==> config.mk <==
export PLATFORM = sky130hd
export DESIGN_NAME = scsi_regfront
export DESIGN_NICKNAME = d
export VERILOG_FILES = /design/src/rtl/scsi_regfront_pkg.sv /design/src/rtl/regfront_cmd_dec.sv /design/src/rtl/regfront_fifo.sv /design/src/rtl/regfront_rdmux.sv /design/src/rtl/scsi_regfront.sv
export SDC_FILE = /design/constraint.sdc
export NUM_CORES = 1
export LEC_CHECK = 0
export CAP_MARGIN = 30
export CORE_MARGIN = 2
export CORE_UTILIZATION = 45
export CTS_BUF_LIST = sky130_fd_sc_hd__clkbuf_4
export DETAILED_ROUTE_END_ITERATION = 7
export GPL_TIMING_DRIVEN = 0
export PLACE_DENSITY = 0.67
export SLEW_MARGIN = 20
export SYNTH_ARGS = -nofsm -noshare
export SYNTH_HDL_FRONTEND = slang
export SYNTH_SLANG_ARGS = --single-unit
==> constraint.sdc <==
create_clock -name clk -period 2.9 [get_ports clk]
set_input_delay 0.725 -clock clk [delete_from_list [all_inputs] [get_ports clk]]
set_output_delay 0.725 -clock clk [all_outputs]
set_load 0.03 [all_outputs]
==> src/rtl/scsi_regfront_pkg.sv <==
package scsi_regfront_pkg;

    localparam int ADDR_W = 4;
    localparam int TGT_W  = 3;

    // register offsets
    localparam logic [ADDR_W-1:0] A_CNT_LO  = 4'h0;
    localparam logic [ADDR_W-1:0] A_CNT_MID = 4'h1;
    localparam logic [ADDR_W-1:0] A_FIFO    = 4'h2;
    localparam logic [ADDR_W-1:0] A_CMD     = 4'h3;
    localparam logic [ADDR_W-1:0] A_STAT    = 4'h4;
    localparam logic [ADDR_W-1:0] A_CAUSE   = 4'h5;
    localparam logic [ADDR_W-1:0] A_STEP    = 4'h6;
    localparam logic [ADDR_W-1:0] A_FCNT    = 4'h7;
    localparam logic [ADDR_W-1:0] A_CFGA    = 4'h8;
    localparam logic [ADDR_W-1:0] A_CFGB    = 4'hB;
    localparam logic [ADDR_W-1:0] A_CFGC    = 4'hC;
    localparam logic [ADDR_W-1:0] A_CNT_HI  = 4'hE;

    // status bit positions
    localparam int ST_INT = 7;
    localparam int ST_GE  = 6;
    localparam int ST_PE  = 5;
    localparam int ST_TC  = 4;

    // interrupt-cause codes
    localparam logic [7:0] CAUSE_FC  = 8'h08;
    localparam logic [7:0] CAUSE_BS  = 8'h10;
    localparam logic [7:0] CAUSE_DC  = 8'h20;
    localparam logic [7:0] CAUSE_RST = 8'h80;

    localparam logic [2:0] PH_CMD   = 3'd2;
    localparam logic [2:0] PH_MSGIN = 3'd7;
    localparam logic [7:0] STEP_CMD = 8'h04;
    localparam logic [7:0] ID_VALUE = 8'h04;
    localparam logic [7:0] CFGA_RST = 8'h07;

    typedef enum logic [6:0] {
        OP_NOP     = 7'h00,
        OP_FLUSH   = 7'h01,
        OP_CHIPRST = 7'h02,
        OP_BUSRST  = 7'h03,
        OP_XFER    = 7'h10,
        OP_CPLSEQ  = 7'h11,
        OP_MSGOK   = 7'h12,
        OP_ATN     = 7'h1A,
        OP_SEL     = 7'h42,
        OP_SELSTOP = 7'h43,
        OP_ENSEL   = 7'h44
    } op_e;

    typedef struct packed {
        logic dma;
        logic flush;
        logic chiprst;
        logic busrst;
        logic xfer;
        logic cplseq;
        logic msgok;
        logic sel;
        logic sel_stop;
        logic ensel;
    } cmd_t;

    typedef struct packed {
        logic [7:0]       shd_lo;
        logic [7:0]       shd_mid;
        logic [7:0]       cnt_lo;
        logic [7:0]       cnt_mid;
        logic [7:0]       cnt_hi;
        logic [7:0]       cmd;
        logic [7:0]       stat;
        logic [7:0]       cause;
        logic [7:0]       step;
        logic [7:0]       cfga;
        logic [7:0]       cfgb;
        logic [7:0]       cfgc;
        logic [TGT_W-1:0] tgt_set;
        logic [TGT_W-1:0] tgt_act;
        logic             dma;
        logic             sel_busy;
        logic             sel_stop;
        logic             xfer_busy;
        logic             sel_go;
        logic             xfer_go;
    } regs_t;

    function automatic regs_t regs_reset();
        regs_t r;
        r        = '0;
        r.cnt_hi = ID_VALUE;
        r.cfga   = CFGA_RST;
        return r;
    endfunction

endpackage

==> src/rtl/regfront_cmd_dec.sv <==
module regfront_cmd_dec
    import scsi_regfront_pkg::*;
(
    input  logic [7:0] cmd_byte,
    output cmd_t       dec
);
    always_comb begin
        dec     = '0;
        dec.dma = cmd_byte[7];
        case (cmd_byte[6:0])
            OP_FLUSH:   dec.flush   = 1'b1;
            OP_CHIPRST: dec.chiprst = 1'b1;
            OP_BUSRST:  dec.busrst  = 1'b1;
            OP_XFER:    dec.xfer    = 1'b1;
            OP_CPLSEQ:  dec.cplseq  = 1'b1;
            OP_MSGOK:   dec.msgok   = 1'b1;
            OP_SEL:     dec.sel     = 1'b1;
            OP_SELSTOP: begin
                dec.sel      = 1'b1;
                dec.sel_stop = 1'b1;
            end
            OP_ENSEL:   dec.ensel   = 1'b1;
            default:    ;
        endcase
    end
endmodule

==> src/rtl/regfront_fifo.sv <==
module regfront_fifo #(
    parameter int DEPTH = 16
) (
    input  logic                       clk,
    input  logic                       rst_n,
    input  logic                       clear,
    input  logic                       seed_pair,
    input  logic                       push,
    input  logic [7:0]                 push_data,
    input  logic                       pop,
    output logic [7:0]                 head,
    output logic [$clog2(DEPTH+1)-1:0] count,
    output logic                       full
);
    localparam int AW = (DEPTH > 1) ? $clog2(DEPTH) : 1;
    localparam int CW = $clog2(DEPTH + 1);

    typedef struct packed {
        logic [AW-1:0] rp;
        logic [AW-1:0] wp;
        logic [CW-1:0] cnt;
    } fst_t;

    fst_t       q, d;
    logic [7:0] mem_q [DEPTH];
    logic       push_ok, pop_ok;

    function automatic logic [AW-1:0] bump(input logic [AW-1:0] p);
        return (p == AW'(DEPTH - 1)) ? '0 : p + 1'b1;
    endfunction

    assign full    = (q.cnt == CW'(DEPTH));
    assign push_ok = push && !full;
    assign pop_ok  = pop && (q.cnt != '0);
    assign count   = q.cnt;
    assign head    = (q.cnt == '0) ? 8'h00 : mem_q[q.rp];

    always_comb begin
        d = q;
        if (clear || seed_pair) begin
            d.rp  = '0;
            d.wp  = seed_pair ? AW'(2) : '0;
            d.cnt = seed_pair ? CW'(2) : '0;
        end else begin
            if (push_ok) d.wp = bump(q.wp);
            if (pop_ok)  d.rp = bump(q.rp);
            d.cnt = q.cnt + CW'(push_ok) - CW'(pop_ok);
        end
    end

    always_ff @(posedge clk or negedge rst_n) begin
        if (!rst_n) q <= '0;
        else        q <= d;
    end

    always_ff @(posedge clk) begin
        if (seed_pair) begin
            mem_q[0]     <= 8'h00;
            mem_q[AW'(1)] <= 8'h00;
        end else if (!clear && push_ok) begin
            mem_q[q.wp] <= push_data;
        end
    end


    fifo_depth_bound_chk: assert property (@(posedge clk) disable iff (!rst_n)
        q.cnt <= CW'(DEPTH));


    fifo_full_hold_chk: assert property (@(posedge clk) disable iff (!rst_n)
        (full && push && !pop && !clear && !seed_pair) |=> full);
endmodule

==> src/rtl/regfront_rdmux.sv <==
module regfront_rdmux
    import scsi_regfront_pkg::*;
#(
    parameter int CW = 5
) (
    input  logic [ADDR_W-1:0] addr,
    input  logic [7:0]        cnt_lo,
    input  logic [7:0]        cnt_mid,
    input  logic [7:0]        cnt_hi,
    input  logic [7:0]        fifo_head,
    input  logic [CW-1:0]     fifo_count,
    input  logic [7:0]        cmd,
    input  logic [7:0]        stat,
    input  logic [7:0]        cause,
    input  logic [7:0]        step,
    input  logic [7:0]        cfga,
    input  logic [7:0]        cfgb,
    input  logic [7:0]        cfgc,
    output logic [7:0]        rdata
);
    always_comb begin
        case (addr)
            A_CNT_LO:  rdata = cnt_lo;
            A_CNT_MID: rdata = cnt_mid;
            A_FIFO:    rdata = fifo_head;
            A_CMD:     rdata = cmd;
            A_STAT:    rdata = stat;
            A_CAUSE:   rdata = cause;
            A_STEP:    rdata = step;
            A_FCNT:    rdata = 8'(fifo_count);
            A_CFGA:    rdata = cfga;
            A_CFGB:    rdata = cfgb;
            A_CFGC:    rdata = cfgc;
            A_CNT_HI:  rdata = cnt_hi;
            default:   rdata = 8'h00;
        endcase
    end
endmodule

==> src/rtl/scsi_regfront.sv <==
module scsi_regfront
    import scsi_regfront_pkg::*;
#(
    parameter int FIFO_DEPTH = 16
) (
    input  logic        clk,
    input  logic        rst_n,
    input  logic        wr_en,
    input  logic        rd_en,
    input  logic [3:0]  addr,
    input  logic [7:0]  wdata,
    output logic [7:0]  rdata,
    output logic        irq,
    output logic        sel_go,
    output logic [2:0]  sel_tgt,
    input  logic        sel_resp_vld,
    input  logic        sel_resp_ok,
    output logic        xfer_go,
    output logic        xfer_dma,
    input  logic        xfer_done
);
    localparam int CW = $clog2(FIFO_DEPTH + 1);

    regs_t          q, d;
    cmd_t           dec;
    logic           cmd_wr, rd_cause, sel_evt, xfer_evt, evt_any;
    logic           fifo_clear, fifo_seed, fifo_push, fifo_pop, fifo_full;
    logic [7:0]     fifo_head;
    logic [CW-1:0]  fifo_count;

    regfront_cmd_dec u_dec (
        .cmd_byte (wdata),
        .dec      (dec)
    );

    assign cmd_wr     = wr_en && (addr == A_CMD);
    assign rd_cause   = rd_en && (addr == A_CAUSE);
    assign sel_evt    = sel_resp_vld && q.sel_busy;
    assign xfer_evt   = xfer_done && q.xfer_busy;
    assign evt_any    = cmd_wr || sel_evt || xfer_evt;
    assign fifo_clear = cmd_wr && (dec.flush || dec.chiprst);
    assign fifo_seed  = cmd_wr && dec.cplseq && !dec.dma;
    assign fifo_push  = wr_en && (addr == A_FIFO);
    assign fifo_pop   = rd_en && (addr == A_FIFO);

    regfront_fifo #(.DEPTH(FIFO_DEPTH)) u_fifo (
        .clk       (clk),
        .rst_n     (rst_n),
        .clear     (fifo_clear),
        .seed_pair (fifo_seed),
        .push      (fifo_push),
        .push_data (wdata),
        .pop       (fifo_pop),
        .head      (fifo_head),
        .count     (fifo_count),
        .full      (fifo_full)
    );

    regfront_rdmux #(.CW(CW)) u_rdmux (
        .addr       (addr),
        .cnt_lo     (q.cnt_lo),
        .cnt_mid    (q.cnt_mid),
        .cnt_hi     (q.cnt_hi),
        .fifo_head  (fifo_head),
        .fifo_count (fifo_count),
        .cmd        (q.cmd),
        .stat       (q.stat),
        .cause      (q.cause),
        .step       (q.step),
        .cfga       (q.cfga),
        .cfgb       (q.cfgb),
        .cfgc       (q.cfgc),
        .rdata      (rdata)
    );

    always_comb begin
        d         = q;
        d.sel_go  = 1'b0;
        d.xfer_go = 1'b0;

        // reading the cause register drops interrupt and error flags
        if (rd_cause) begin
            d.stat[ST_INT] = 1'b0;
            d.stat[ST_GE]  = 1'b0;
            d.stat[ST_PE]  = 1'b0;
        end

        if (sel_evt) begin
            d.sel_busy = 1'b0;
            if (sel_resp_ok) begin
                d.cause       = CAUSE_BS | CAUSE_FC;
                d.step        = STEP_CMD;
                d.stat[ST_TC] = 1'b1;
                if (q.sel_stop) d.stat[2:0] = PH_CMD;
            end else begin
                d.stat  = 8'h00;
                d.cause = CAUSE_DC;
                d.step  = 8'h00;
            end
            d.stat[ST_INT] = 1'b1;
        end

        if (xfer_evt) begin
            d.xfer_busy    = 1'b0;
            d.stat[ST_TC]  = 1'b1;
            d.stat[ST_INT] = 1'b1;
            d.cause        = CAUSE_BS;
            d.step         = 8'h00;
            d.cnt_lo       = 8'h00;
            d.cnt_mid      = 8'h00;
        end

        if (wr_en) begin
            case (addr)
                A_CNT_LO: begin
                    d.shd_lo      = wdata;
                    d.stat[ST_TC] = 1'b0;
                end
                A_CNT_MID: begin
                    d.shd_mid     = wdata;
                    d.stat[ST_TC] = 1'b0;
                end
                A_FIFO: begin
                    if (fifo_full) d.stat[ST_GE] = 1'b1;
                end
                A_STAT:   d.tgt_set = wdata[TGT_W-1:0];
                A_CFGA:   d.cfga    = wdata;
                A_CFGB:   d.cfgb    = wdata;
                A_CFGC:   d.cfgc    = wdata;
                A_CNT_HI: d.cnt_hi  = wdata;
                A_CMD: begin
                    d.cmd = wdata;
                    d.dma = dec.dma;
                    if (dec.dma) begin
                        d.cnt_lo  = q.shd_lo;
                        d.cnt_mid = q.shd_mid;
                    end
                    if (dec.flush) begin
                        d.cause = CAUSE_FC;
                        d.step  = 8'h00;
                    end
                    if (dec.busrst) begin
                        d.cause = CAUSE_RST;
                        if (!q.cfga[6]) d.stat[ST_INT] = 1'b1;
                    end
                    if (dec.xfer) begin
                        d.xfer_busy = 1'b1;
                        d.xfer_go   = 1'b1;
                        if (dec.dma) d.stat[ST_TC] = 1'b0;
                    end
                    if (dec.cplseq) begin
                        d.cause        = CAUSE_FC;
                        d.stat[2:0]    = PH_MSGIN;
                        d.stat[ST_INT] = 1'b1;
                        if (dec.dma) d.stat[ST_TC] = 1'b1;
                    end
                    if (dec.msgok) begin
                        d.cause        = CAUSE_DC;
                        d.step         = 8'h00;
                        d.stat[ST_INT] = 1'b1;
                    end
                    if (dec.sel) begin
                        d.sel_busy = 1'b1;
                        d.sel_stop = dec.sel_stop;
                        d.sel_go   = 1'b1;
                        d.tgt_act  = q.tgt_set;
                    end
                    if (dec.ensel) d.cause = 8'h00;
                    if (dec.chiprst) d = regs_reset();
                end
                default: ;
            endcase
        end
    end

    always_ff @(posedge clk or negedge rst_n) begin
        if (!rst_n) q <= regs_reset();
        else        q <= d;
    end

    assign irq      = q.stat[ST_INT];
    assign sel_go   = q.sel_go;
    assign sel_tgt  = q.tgt_act;
    assign xfer_go  = q.xfer_go;
    assign xfer_dma = q.dma;


    irq_rise_cause_chk: assert property (@(posedge clk) disable iff (!rst_n)
        $rose(irq) |-> $past(evt_any));


    cause_read_lowers_chk: assert property (@(posedge clk) disable iff (!rst_n)
        (rd_cause && !evt_any) |=> !irq);


    busrst_masked_chk: assert property (@(posedge clk) disable iff (!rst_n)
        (cmd_wr && dec.busrst && q.cfga[6] && !irq && !sel_evt && !xfer_evt) |=> !irq);


    sel_pulse_src_chk: assert property (@(posedge clk) disable iff (!rst_n)
        sel_go |-> $past(cmd_wr && dec.sel));


    xfer_pulse_src_chk: assert property (@(posedge clk) disable iff (!rst_n)
        xfer_go |-> $past(cmd_wr && dec.xfer));


    chiprst_cfg_chk: assert property (@(posedge clk) disable iff (!rst_n)
        (cmd_wr && dec.chiprst) |=> (!irq && fifo_count == '0));
endmodule

==> results of run 1 <==
==> layout by cell type (no fill, tap or decap), drive strengths merged, types with 5 or more instances in the layout <==
| master | count |
|---|---|
| a21o | 5 |
| a21oi | 22 |
| a22o | 57 |
| a22oi | 8 |
| a31oi | 6 |
| a32o | 6 |
| a32oi | 8 |
| and2 | 31 |
| and3 | 6 |
| and3b | 6 |
| buf | 56 |
| clkbuf | 127 |
| clkdlybuf4s50 | 15 |
| clkinv | 15 |
| dfrtp | 116 |
| edfxtp | 128 |
| ha | 11 |
| inv | 25 |
| mux2 | 18 |
| mux2i | 26 |
| mux4 | 32 |
| nand2 | 70 |
| nand2b | 9 |
| nand3 | 11 |
| nand3b | 6 |
| nand4 | 7 |
| nor2 | 30 |
| nor2b | 17 |
| nor3 | 15 |
| nor3b | 13 |
| nor4 | 7 |
| o21ai | 23 |
==> worst paths after layout <==
check                           startpoint              end  slack [ps]
max reg2reg                u_fifo.count[3]  u_fifo.count[4]          70
max                                addr[2]         rdata[2]        -610
min reg2reg                          q[61]            q[61]         480
min in group asynchronous            rst_n            q[84]         520
min                                addr[3]            q[56]         480
max in group asynchronous            rst_n            q[70]        1630
==> flip-flops by register name, indices dropped and copies added (netlist names) <==
register      flops
u_fifo.q          8
xfer_go           1
irq               1
xfer_dma          1
q               100
u_fifo.count      5
u_fifo.mem_q    128
sel_go            1
sel_tgt           3
==> layout make-up <==
type,count,area [sq um],share of cell area (%)
inverters,25,93.84,0.6934
well taps,330,412.9,3.051
clock inverters,16,90.09,0.6657
diodes,1,2.502,0.01849
clock buffers,94,705.7,5.214
repair buffers,54,541.8,4.003
plain buffers,57,375.4,2.774
multi-input cells,514,4459,32.95
flip-flops and latches,248,6852,50.63
==> stage by stage <==
stage | setup TNS (ps) | area, sq um
CTS | -4426 | 13440
global route | -4900 | 13530
floorplan | -65.30 | 11370
global placement | -593090 | 12090
finish | -4252 | 13530
detailed placement | -169520 | 12130
==> critical path: stages <==
cell             delay, ps
clkdlybuf4s50_1        450
buf_4                  200
clkbuf_4               190
and3b_1                260
a22oi_2                230
o211ai_1               200
a221o_1                360
buf_6                  160
==> per-layer routing <==
metal  global-route usage [%]  up-vias
met1                    35.86     4030
li1                         -     3498
met3                    6.188       58
met5                        0        -
met2                    36.27      439
met4                    6.557        0
==> what timing repair did <==
item | 4_1_cts | 5_1_grt
pin swaps | 13 | 19
resized for setup | 147 | 25
setup buffers | 14 | 6
endpoints found under the hold margin | 46 | 0
endpoints found under the setup margin | 83 | 39
gates cloned | 2 | 0
hold buffers | 1 | 0
==> where the power goes <==
group / switching (mW) / leakage [nW] / internal, mW
registers: 0.278 / 2.71 / 4.02
logic: 1.28 / 2.18 / 1.33
clock network: 1.40 / 0.477 / 1.56
==> kinds of logic (layout without fill, tap and decap cells) <==
kind of cell    Yosys count  after routing  share of synthesized area [%]
flops                   248            248                          60.42
simple gates            244            244                          12.42
compound gates          178            178                          11.93
buf+inv                  83            246                          3.089
mux                      76             76                          10.44
fa+ha+maj                12             12                          1.390
xor+xnor                  4              4                         0.3090
other cells               0              1                              0
==> metrics.md, run 1 <==
| Metric | Value |
|---|---|
| Initial DRC count | 865 |
| Uppermost layer routed | met4 |
| VDD IR max | 0.0004131 V |
| Vias in the first global route | 7852 |
| Final setup vio count | 8 |
| CTS Root Cell | clkbuf_4 |
| Gr ovfl total | 0 |
| Status | finished, violations left |
| CTS buffer count | 61 |
| H-tree level count | 2 |
| Overall Power | 9.864 mW |
| Die area | 0.02648 sq mm |
| Max Fanout on Critical Path | 10 |
| Routed wire length on met2 | 14400 um |
| FF-to-FF path depth | 15 |
| Via count | 8025 |
| Initial antenna violation count | 1 |
| FP Rows | 58 |
| Synth warn | 0 |
| CP endpoint kind | primary output |
| Core Area | about 0.025 sq mm |
| Fin crit period | roughly 3500 ps |
| Hold crit path type | input port to flop |
| Drt total wl | 31650 um |
| Final GP Congestion | 0.9921 |
| Per-cell routed wire length | 23.63 um |
| # DRC | 0 |
| Fmax | 285.2 MHz |
| CTS tree | done |
| Worst path arrival time | 2780 ps |
| Layout Nets | ~990 |
| Post-DR vias/cell | 5.993 |
| Layout area overhead | 19.34% |
| Cells on Worst Hold Path | 3 |
| Post-synth top area cell | edfxtp_1 |
| Register bit total from synthesis | around 250 |
| Final-report hold violation count | 0 |
| RSZ-0062 raised after global routing | yes |
| Distinct cells, synth | 74 |
| Synth top cells by count | edfxtp_1, dfrtp_1, nand2_1 |
| Maximum clock insertion buffer count | 3 |
| Post-synth EDFFs | 128 |
| Starting density of the core | 45.42% |
| CTS clock-pin slew for the worst setup and hold paths | 70 ps |
| Clock Latency Late Sink | around 700 ps |
| Clk_skew | 24.83 ps |
| Post-Synthesis Cells | about 850 |
| Share of layout cells above drive strength 1 | ~28% |
| Fin. max-slew vios | 0 |
| Critical path class | input port to primary output |
| Hpwl dp | 21450 um |
| First-pass GRT wire length | ~48000 um |
| PnR worst setup slack | -606.0 ps |
| Post-synthesis async set-or-reset flop share | between 40 and 50% |
| Mean Syn Cell Area | 13.42 sq um |
| Die height | roughly 160 um |
| Synth top area cells | edfxtp_1, dfrtp_1, mux4_2 |
| Relative slew margins | 37.82% |
| IO Pins | 34 |
| Detail Route met3 WL | 3350 um |
| Main synth FF type | edfxtp_1 |
| Clock Sinks | 248 |
| Final core occ | 54.21% |
| Most frequent cell after synthesis | edfxtp_1 |
| Tot GR Track Use | 24.39% |
| P_leak | 5.371 nW |
| Drt first pass iters | 5 |
| Slew @ Worst Pin | 932.8 ps |
| Die Wd | 162.7 um |
| Met1 WL | 13260 um |
| Post-Syn Area | 0.01134 sq mm |
| Placement Setup Slack | -1820 ps |
| # fillers | 2130 |
| Syn_nets | 876 |
| Hold Slack | approximately 480 ps |
| PortBufs | 31 |
| Final std cells w/o fill | 1339 |
| Failing checks | negative setup slack |
| Worst EP required | between 2000 and 2500 ps |
| Post-route antenna net violation count | 0 |
| Max cap viols | 0 |
| P per Cell Area | 728.9 mW/mm^2 |
| DP Cell Count | 1207 |
| Largest net degree at the start of global routing | 73 |
| Post-synthesis sequential area ratio | about three fifths |
| Tcrit/Tclk final | 120.9% |
| Crit start category | input port |
| Yosys top cell area share | 33.90% |
(Power assumes the default switching activity.)
==> run 2, diff against run 1 <==
CTS_CLUSTER_SIZE = 20   (was default)
SLEW_MARGIN = default   (was 20)
==> run 2 against run 1 <==
The flow still finishes with violations (negative setup slack); critical path depth shrank 1; clock-buffer cell count shrank 1; first-iteration DRC count grew 6.7%; die area is the same; worst setup slack better by 92 ps; non-clock buffer count up 6; core utilization rose by 0.27 points; register-to-register slack better by 20 ps; routed wire length increased by 0.81%; hold slack gained 0.99 ps; critical path type is now flop to primary output; largest power group unchanged.
==> metrics.md, run 2 (same netlist as run 1, synthesis figures left out) <==
| Metric | Value |
|---|---|
| CTS clock-pin slew for the worst setup and hold paths | around 60 ps |
| Core Area | 0.02496 sq mm |
| VDD IR max | 0.0004220 V |
| CTS tree | done |
| Clock Sinks | 248 |
| Slew @ Worst Pin | approximately 1000 ps |
| Max FFs per register | between 100 and 150 |
| Post-route antenna net violation count | 0 |
| Worst path arrival time | 2690 ps |
| Most frequent cells in the layout | edfxtp_1, dfrtp_1, clkbuf_4 |
| Maximum clock insertion buffer count | 3 |
| DP Cell Count | 1209 |
| Failing checks | negative setup slack |
| P per Cell Area | roughly 730 mW/mm^2 |
| Most flop-heavy register | u_fifo.mem_q |
| Die area | 0.02648 sq mm |
| Fin. max-slew vios | 0 |
| Crit start category | flop |
| Clock Latency Late Sink | 730 ps |
| H-tree level count | 2 |
| Largest regs | u_fifo.mem_q x128, q x100, u_fifo.q x8 |
| Buf/Inv on CP | 3 |
| RSZ-0062 raised after global routing | yes |
| Final core occ | 54.48% |
| IO Pins | 34 |
| Initial antenna violation count | 1 |
| Final setup vio count | 8 |
| Largest net degree at the start of global routing | 73 |
| # DRC | 0 |
| Hpwl dp | 21460 um |
| Final-report hold violation count | 0 |
| Tcrit/Tclk final | 117.7% |
| Worst EP required | 2170 ps |
| CTS buffer count | 60 |
| P_leak | roughly 5.4 nW |
| Die Wd | 162.7 um |
| Die height | 162.7 um |
| Initial DRC count | 923 |
| Commonest non-fill, non-tap cell in the layout | edfxtp_1 |
| Max Fanout on Critical Path | 7 |
| Status | finished, violations left |
| Layout Nets | 997 |
| Slowest cell on the critical path | mux4_2 |
| Final std cells w/o fill | about 1300 |
| Fmax | 292.9 MHz |
| Final GP Congestion | 0.9921 |
| Critical path class | flop to primary output |
| CP endpoint kind | primary output |
| Per-cell routed wire length | 23.74 um |
| Hold crit path type | input port to flop |
| Max cap viols | 0 |
| Share of layout cells above drive strength 1 | roughly 28% |
| Fin crit period | 3414 ps |
| CTS Root Cell | clkbuf_4 |
| Vias in the first global route | 8009 |
| Critical path, cell by cell | buf_8, buf_12, mux4_2, mux2_4, a22oi_2, nand3_2, buf_6 |
| Drt total wl | 31900 um |
| Drt first pass iters | 5 |
| Post-route setup TNS | -3824 ps |
| CP max stage delay | 560 ps |
| PortBufs | 31 |
| FP Rows | 58 |
| Starting density of the core | 45.42% |
| Tot GR Track Use | between 20% and 30% |
| Placement Setup Slack | -1806 ps |
| Gr ovfl total | 0 |
| Layout area overhead | 19.93% |
| Post-DR vias/cell | 5.934 |
| Clk_skew | ~64 ps |
| CP top delay family | multiplexers |
| PnR worst setup slack | -514.0 ps |
| Overall Power | slightly below 10 mW |
| Via count | 7975 |
| Relative slew margins | 29.68% |
| First-pass GRT wire length | a little under 50000 um |
run 2: cell types whose count changed in the layout (fill, tap and decap cells not counted), moves of 2 or more:
cell,delta
inv_2,+2
o2111ai_4,+2
nor3_2,-3
buf_6,-2
nor2b_2,-2
nor3_1,+3
o2111ai_2,-2
o32ai_1,+2
clkbuf_4,-2
buf_2,+3
o32ai_2,-2
clkbuf_2,-2
buf_8,+2
buf_4,+3
run 2: tightest hold or removal path, stage by stage:
cell and delay (ps):
clkbuf_2 150, nor3b_4 100, a31oi_1 160
run 2: per-stage QoR:
| stage | instance area, sq um | hold slack (ps) |
|---|---|---|
| global route | 13600 | 472.5 |
| finish | 13600 | 479.6 |
| global placement | 12090 | 456.6 |
| detailed placement | 12130 | 464.8 |
| CTS | 13530 | 482.7 |
| floorplan | 11370 | 429.4 |
run 2: timing repair:
| item | CTS | global route |
|---|---|---|
| pin swaps | 22 | 7 |
| setup buffers | 19 | 5 |
| setup endpoints to repair | 88 | 46 |
| endpoints found under the hold margin | 46 | 0 |
| gates cloned | 3 | 0 |
| gates resized for setup | 161 | 17 |
| hold buffers | 1 | 0 |
run 2: layout make-up:
cell class                 instances  area, sq um
tap                              330        412.9
multi-input combinational        514         4459
inverter                          25        93.84
clock buffer                      93        698.2
fill                            2121        11360
buffer                            57        392.9
sequential                       248         6853
timing repair buffer              60        624.3
antenna                            1        2.502
clock inverter                    16        62.56
run 2: power breakdown:
group | leakage [nW] | switching, mW | internal, mW
logic | 2.24 | 1.32 | 1.44
clock network | 0.463 | 1.40 | 1.45
registers | 2.71 | 0.275 | 4.02
total | 5.41 | 3.00 | 6.90
run 2: worst paths after layout:
kind / to / depth (start not counted) / start / slack [ps]
setup / recovery: rdata[1] / 7 / u_fifo.q[10] / -510
hold / removal: q[56] / 3 / addr[3] / 480
setup reg to reg: u_fifo.count[4] / 15 / u_fifo.count[3] / 90
hold reg to reg: q[64] / 2 / q[64] / 490
max in group asynchronous: q[70] / 3 / rst_n / 1630
min in group asynchronous: q[87] / 2 / rst_n / 510
run 2: layer usage:
| layer | share of wire (%) | track usage (%) |
|---|---|---|
| met4 | 2.7 | 8.005 |
| met3 | 8.3 | 6.162 |
| met1 | 44 | 36.35 |
| met5 | 0 | 0 |
| met2 | 45 | 36.33 |
==> run 3, diff against run 2 <==
SLEW_MARGIN = 20   (was default)
==> results of run 3 <==
Same layout as run 1: the final DEF is identical, and so are final timing and power.
